[src/rtl/result_bank_pkg.sv]
package result_bank_pkg;
  typedef enum logic [1:0] {
    RES_FULL  = 2'd0,
    RES_MID   = 2'd1,
    RES_LOW   = 2'd2,
    RES_FULL2 = 2'd3
  } res_mode_e;
endpackage

[src/rtl/rrb_scale.sv]
module rrb_scale
  import result_bank_pkg::*;
#(
  parameter int DATA_W = 12
) (
  input  logic [DATA_W-1:0] raw_i,
  input  logic [1:0]        mode_i,
  output logic [DATA_W-1:0] smp_o
);
  localparam int SH_MID = DATA_W - 10;
  localparam int SH_LOW = DATA_W - 8;

  res_mode_e mode;
  assign mode = res_mode_e'(mode_i);

  always_comb begin
    case (mode)
      RES_MID: smp_o = raw_i >> SH_MID;
      RES_LOW: smp_o = raw_i >> SH_LOW;
      default: smp_o = raw_i;
    endcase
  end
endmodule

[src/rtl/rrb_stage.sv]
module rrb_stage #(
  parameter int DATA_W = 12,
  parameter int CNT_W  = 2,
  parameter int ACC_W  = DATA_W + CNT_W
) (
  input  logic              clk_i,
  input  logic              rst_ni,
  input  logic              wr_hit_i,
  input  logic [DATA_W-1:0] sample_i,
  input  logic [CNT_W-1:0]  acc_last_i,
  input  logic              wfr_i,
  input  logic              up_link_i,
  input  logic              up_valid_i,
  input  logic [ACC_W-1:0]  up_data_i,
  input  logic              down_link_i,
  input  logic              down_valid_i,
  input  logic              rd_hit_i,
  output logic              valid_o,
  output logic [ACC_W-1:0]  data_o,
  output logic              lost_o,
  output logic              event_o
);
  logic [ACC_W-1:0] acc_q, data_q, sum;
  logic [CNT_W-1:0] cnt_q;
  logic valid_q, lost_q, event_q;
  logic move_in, move_out, last_smp, blocked, commit, drop, load;

  assign move_in  = up_link_i & up_valid_i & ~valid_q;
  assign move_out = down_link_i & valid_q & ~down_valid_i;
  assign sum      = acc_q + ACC_W'(sample_i);
  assign last_smp = wr_hit_i & (cnt_q >= acc_last_i);
  // a read or a departure in the same cycle frees the slot
  assign blocked  = valid_q & wfr_i & ~rd_hit_i & ~move_out;
  assign commit   = last_smp & ~blocked;
  assign drop     = last_smp & blocked;
  assign load     = commit | move_in;

  always_ff @(posedge clk_i or negedge rst_ni) begin
    if (!rst_ni) begin
      acc_q   <= '0;
      cnt_q   <= '0;
      data_q  <= '0;
      valid_q <= 1'b0;
      lost_q  <= 1'b0;
      event_q <= 1'b0;
    end else begin
      if (wr_hit_i) begin
        if (last_smp) begin
          acc_q <= '0;
          cnt_q <= '0;
        end else begin
          acc_q <= sum;
          cnt_q <= cnt_q + CNT_W'(1);
        end
      end
      if (commit)       data_q <= sum;
      else if (move_in) data_q <= up_data_i;
      if (load)                     valid_q <= 1'b1;
      else if (rd_hit_i | move_out) valid_q <= 1'b0;
      if (drop)          lost_q <= 1'b1;
      else if (rd_hit_i) lost_q <= 1'b0;
      event_q <= load & ~down_link_i;
    end
  end

  assign valid_o = valid_q;
  assign data_o  = data_q;
  assign lost_o  = lost_q;
  assign event_o = event_q;

  AST_RD_CLEARS: assert property (@(posedge clk_i) disable iff (!rst_ni)
    rd_hit_i && !wr_hit_i && !up_link_i |=> !valid_q);
  AST_WFR_KEEPS: assert property (@(posedge clk_i) disable iff (!rst_ni)
    valid_q && wfr_i && !rd_hit_i && !move_out |=> $stable(data_q));
  AST_LOST_STICKY: assert property (@(posedge clk_i) disable iff (!rst_ni)
    lost_q && !rd_hit_i |=> lost_q);
  AST_EVT_VALID: assert property (@(posedge clk_i) disable iff (!rst_ni)
    event_q |-> valid_q);
endmodule

[src/rtl/rrb_read_mux.sv]
module rrb_read_mux #(
  parameter int N     = 16,
  parameter int ACC_W = 14,
  parameter int IDX_W = $clog2(N)
) (
  input  logic             rd_strobe_i,
  input  logic [IDX_W-1:0] rd_idx_i,
  input  logic [N-1:0]     valid_i,
  input  logic [ACC_W-1:0] data_i [N],
  output logic [N-1:0]     rd_hit_o,
  output logic [ACC_W-1:0] rd_data_o,
  output logic             rd_valid_o
);
  for (genvar k = 0; k < N; k++) begin : g_hit
    assign rd_hit_o[k] = rd_strobe_i && (rd_idx_i == IDX_W'(k));
  end

  always_comb begin
    rd_data_o  = '0;
    rd_valid_o = 1'b0;
    for (int k = 0; k < N; k++) begin
      if (rd_idx_i == IDX_W'(k)) begin
        rd_data_o  = data_i[k];
        rd_valid_o = valid_i[k];
      end
    end
  end
endmodule

[src/rtl/result_bank.sv]
module result_bank #(
  parameter int NUM_REGS = 16,
  parameter int DATA_W   = 12,
  parameter int CNT_W    = 2,
  parameter int IDX_W    = $clog2(NUM_REGS),
  parameter int ACC_W    = DATA_W + CNT_W
) (
  input  logic                clk_i,
  input  logic                rst_ni,
  input  logic                wr_valid_i,
  input  logic [IDX_W-1:0]    wr_idx_i,
  input  logic [DATA_W-1:0]   wr_data_i,
  input  logic [1:0]          res_mode_i,
  input  logic [CNT_W-1:0]    acc_last_i,
  input  logic [NUM_REGS-1:0] wfr_en_i,
  input  logic [NUM_REGS-2:0] link_i,
  input  logic                rd_strobe_i,
  input  logic [IDX_W-1:0]    rd_idx_i,
  output logic [ACC_W-1:0]    rd_data_o,
  output logic                rd_valid_o,
  output logic [NUM_REGS-1:0] event_o,
  output logic [NUM_REGS-1:0] lost_o
);
  logic [DATA_W-1:0]   smp;
  logic [NUM_REGS-1:0] valid_w, rd_hit, wr_hit, up_link, down_link, up_valid, down_valid;
  logic [ACC_W-1:0]    data_w [NUM_REGS];
  logic [ACC_W-1:0]    up_data [NUM_REGS];

  rrb_scale #(.DATA_W(DATA_W)) u_scale (
    .raw_i(wr_data_i), .mode_i(res_mode_i), .smp_o(smp)
  );

  for (genvar k = 0; k < NUM_REGS; k++) begin : g_reg
    if (k < NUM_REGS - 1) begin : g_up
      assign up_link[k]  = link_i[k];
      assign up_valid[k] = valid_w[k+1];
      assign up_data[k]  = data_w[k+1];
    end else begin : g_top
      assign up_link[k]  = 1'b0;
      assign up_valid[k] = 1'b0;
      assign up_data[k]  = '0;
    end
    if (k > 0) begin : g_dn
      assign down_link[k]  = link_i[k-1];
      assign down_valid[k] = valid_w[k-1];
    end else begin : g_bot
      assign down_link[k]  = 1'b0;
      assign down_valid[k] = 1'b0;
    end
    // only the input end of a chain accepts writes
    assign wr_hit[k] = wr_valid_i && (wr_idx_i == IDX_W'(k)) && !up_link[k];

    rrb_stage #(.DATA_W(DATA_W), .CNT_W(CNT_W), .ACC_W(ACC_W)) u_stage (
      .clk_i       (clk_i),
      .rst_ni      (rst_ni),
      .wr_hit_i    (wr_hit[k]),
      .sample_i    (smp),
      .acc_last_i  (acc_last_i),
      .wfr_i       (wfr_en_i[k]),
      .up_link_i   (up_link[k]),
      .up_valid_i  (up_valid[k]),
      .up_data_i   (up_data[k]),
      .down_link_i (down_link[k]),
      .down_valid_i(down_valid[k]),
      .rd_hit_i    (rd_hit[k]),
      .valid_o     (valid_w[k]),
      .data_o      (data_w[k]),
      .lost_o      (lost_o[k]),
      .event_o     (event_o[k])
    );
  end

  rrb_read_mux #(.N(NUM_REGS), .ACC_W(ACC_W), .IDX_W(IDX_W)) u_rd (
    .rd_strobe_i(rd_strobe_i),
    .rd_idx_i   (rd_idx_i),
    .valid_i    (valid_w),
    .data_i     (data_w),
    .rd_hit_o   (rd_hit),
    .rd_data_o  (rd_data_o),
    .rd_valid_o (rd_valid_o)
  );
endmodule

[config.mk]
export PLATFORM = sky130hd
export DESIGN_NAME = result_bank
export DESIGN_NICKNAME = d
export VERILOG_FILES = /design/src/rtl/result_bank_pkg.sv /design/src/rtl/rrb_scale.sv /design/src/rtl/rrb_stage.sv /design/src/rtl/rrb_read_mux.sv /design/src/rtl/result_bank.sv
export SDC_FILE = /design/constraint.sdc
export NUM_CORES = 2
export LEC_CHECK = 0
export ABC_CLOCK_PERIOD_IN_PS = 4800
export BUFFER_PORTS_ARGS = -buffer_cell sky130_fd_sc_hd__buf_2
export CAP_MARGIN = 40
export CORE_MARGIN = 1.5
export CORE_UTILIZATION = 45
export DETAILED_ROUTE_END_ITERATION = 10
export SETUP_SLACK_MARGIN = 0.5
export SKIP_CTS_REPAIR_TIMING = 1
export SLEW_MARGIN = 30
export SYNTH_ARGS = -nofsm -noshare
export SYNTH_HDL_FRONTEND = slang
export SYNTH_SLANG_ARGS = --single-unit
[constraint.sdc]
create_clock -name clk_i -period 4.8 [get_ports clk_i]
set_clock_uncertainty 0.2 [all_clocks]
set_input_delay 0.24 -clock clk_i [delete_from_list [all_inputs] [get_ports clk_i]]
set_output_delay 0.24 -clock clk_i [all_outputs]
set_load 0.05 [all_outputs]
==> impl_results.md <==
* Total I/O pin count at 106
* Layout Cells excl Fill at 4980
* Die H at 281 um
* P per Cell Area at 476 mW/mm2
* Post-DP HPWL at 89.7 mm
* Post-synth top area share at 0.380
* H-tree levels at 2
* Max Root-Sink Buffers at 3
* Setup TNS Final at 0 ns
* Synthesized area per cell at 9.11 um2
* Pre-antenna DRT Iters at 6
* Drt total wl at 121 mm
* Seq/Total Area, Yosys at 0.380
* Comb power frac at 0.347
* Number of antenna violations at the first check in global routing at 2
* Final setup fails at 0
* Area leader, netlist: dfrtp_1
* Die Wd at 281 um
* Root Driver: clkbuf_16
* Max-cap violations at 0
* Clock transition at path regs at 0.06 ns
* Syn Nets at 4118
* Fin nets at 4200
* Worst R2R Path Depth at 7
* Ys flop type: dfrtp_1
* PortBufs at 105
* Commonest cells post-synth: 528 x dfrtp_1, 422 x nand2_1, 377 x o21ai_0
* Vias per cell at 6.18
* Cell area after synthesis at 0.0348 mm2
* NetSw at 7.35 mW
* Most frequent cell after synthesis: dfrtp_1
* Max VDD drop at 0.000330 V
* Leakage at 18.0 nW
* Final Max Tran Viols at 0
* Critical Path RT at 5.13 ns
* Gr ovfl total at 0
* Post-route ant nets at 0
* Post-Synthesis Cells at 3817
* Worst slew margin at 0.375
* Routed WL per cell at 24.4 um
* Fin Hold WS at 0.00606 ns
* Final hold vios at 0
* Starting Density at 0.456
* DP Cell Count at 4830
* Clock Power Share at 0.267
* CTS tree: done
* Core Area at 0.0762 mm2
* RSZ-0062 raised after global routing: false
* Clk sinks at 528
* EDFF count, synth at 0
* CP Capture Type: flop
* Async set-or-reset flop fraction in the synthesized netlist at 1.00
* Cts bufs inserted at 61
* Yosys cell types at 79
* #FFs+latches synth at 528
* Final GP Congestion at 0.957
* Fmax at 262 MHz
* Vias in the first global route at 28.8k
* CP Class: input port to flop
* Startpoint Class: input port
* Min cycle time layout at 3.81 ns
* Fin crit share at 0.795
* Internal power at 11.2 mW
* Clk_lat worst skew at 0.65 ns
* Layout cells sized above 1 at 0.0970
* Switching Fraction at 0.395
* Final core occ at 0.512
* Core Rows at 101
* Via count at 30.8k
* Drt first-iter violations at 3013
* Worst-Margin Slew at 0.938 ns
* Crit-path max FO at 16
* CP arrival at 4.14 ns
* Synthesis-to-layout area growth at 12.2%
* Syn. warnings at 0
* First-pass GRT wire length at 183 mm
* DRC Markers at 0
* Reg power frac at 0.386
* Synth area leaders: dfrtp_1 38%, ha_1 8.1%, o21ai_0 5.4%
* HP Class: input port to asynchronous set/reset pin
* Pin count of the biggest net entering global routing at 122
* DIE AREA at 0.0789 mm2
* Overall routing resource usage at 0.306
* Run status: complete, no violations
-- registers in the layout, indices dropped and copies added, names as in the netlist --
| name | cells |
|---|---|
| g.u_stage.cnt_q | 32 |
| g.u_stage.valid_o | 16 |
| g.u_stage.event_o | 16 |
| g.u_stage.data_o | 224 |
| g.u_stage.acc_q | 224 |
| g.u_stage.lost_o | 16 |
-- final timing paths --
check / start / end / slack, ns
worst max-delay path: res_mode_i[0] / g_reg[13].u_stage.acc_q[13] / 0.99
worst min-delay path: rst_ni / g_reg[1].u_stage.acc_q[11] / 0.006
worst max register to register: g_reg[15].u_stage.acc_q[1] / g_reg[15].u_stage.data_o[11] / 1.77
worst min register to register: g_reg[4].u_stage.cnt_q[1] / g_reg[4].u_stage.cnt_q[1] / 0.28
max in group asynchronous: rst_ni / g_reg[6].u_stage.acc_q[11] / 3.16
min in group clk_i: wfr_en_i[10] / g_reg[10].u_stage.lost_o / 0.01
-- routing by layer --
metal  track usage  vias up  part of all wire
li1              -    14300                 -
met5             0        -           0.00012
met1         0.454    15100              0.46
met3        0.0542      226             0.077
met2         0.442     1184              0.42
met4         0.114        4             0.042
-- kinds of logic (layout without fill, tap and decap cells) --
family,Yosys count,count (layout),synth area share
compound gates,1368,1368,0.257
simple gates,1017,1017,0.137
flops,528,528,0.380
buf+inv,321,452,0.0396
fa+ha+maj,242,242,0.0905
mux,188,188,0.0574
xor+xnor,153,153,0.0385
other cells,0,2,0
-- layout make-up --
class | count | area (um2)
flip-flops and latches | 528 | 13200
inverters | 107 | 402
clock buffers | 92 | 1840
fillers | 7202 | 37200
clock inverters | 20 | 264
repair buffers | 233 | 1730
well taps | 1030 | 1290
multi-input cells | 2968 | 20300
diodes | 2 | 5.00
-- worst max-delay path: stages --
cell and delay, ns:
buf_2 0.09, inv_1 0.05, ha_1 0.54, o21ai_4 0.76, buf_4 0.39, ha_1 0.29
a211oi_1 0.36, o21a_1 0.21, o31ai_1 0.12, o31ai_1 0.61, nor4_1 0.10, or3_1 0.38
-- per-stage QoR --
stage	power [mW]	worst slack (ns)	instance area [um2]
2_1_floorplan	11.0	0.664	34800
4_1_cts	18.5	1.06	38700
3_3_place_gp	13.4	0.305	36400
5_1_grt	19.6	0.848	39000
6_report	18.6	0.986	39000
3_5_place_dp	13.5	0.404	36600
-- placed cells by master (no fill, tap or decap), drive strengths merged, types with 108 or more instances in the layout --
master,count
a21oi,296
a22o,123
buf,200
dfrtp,528
ha,226
inv,108
mux2i,143
nand2,422
nor2,204
o21ai,379
-- power by group through the flow --
stage	clock network [mW]	logic [mW]	registers, mW
floorplan	0	4.68	6.37
global placement	0	6.24	7.15
detailed placement	0	6.33	7.14
CTS	5.02	6.36	7.09
global route	5.19	7.13	7.25
finish	4.96	6.46	7.18
No activity file was read; power rests on OpenSTA's default activity.
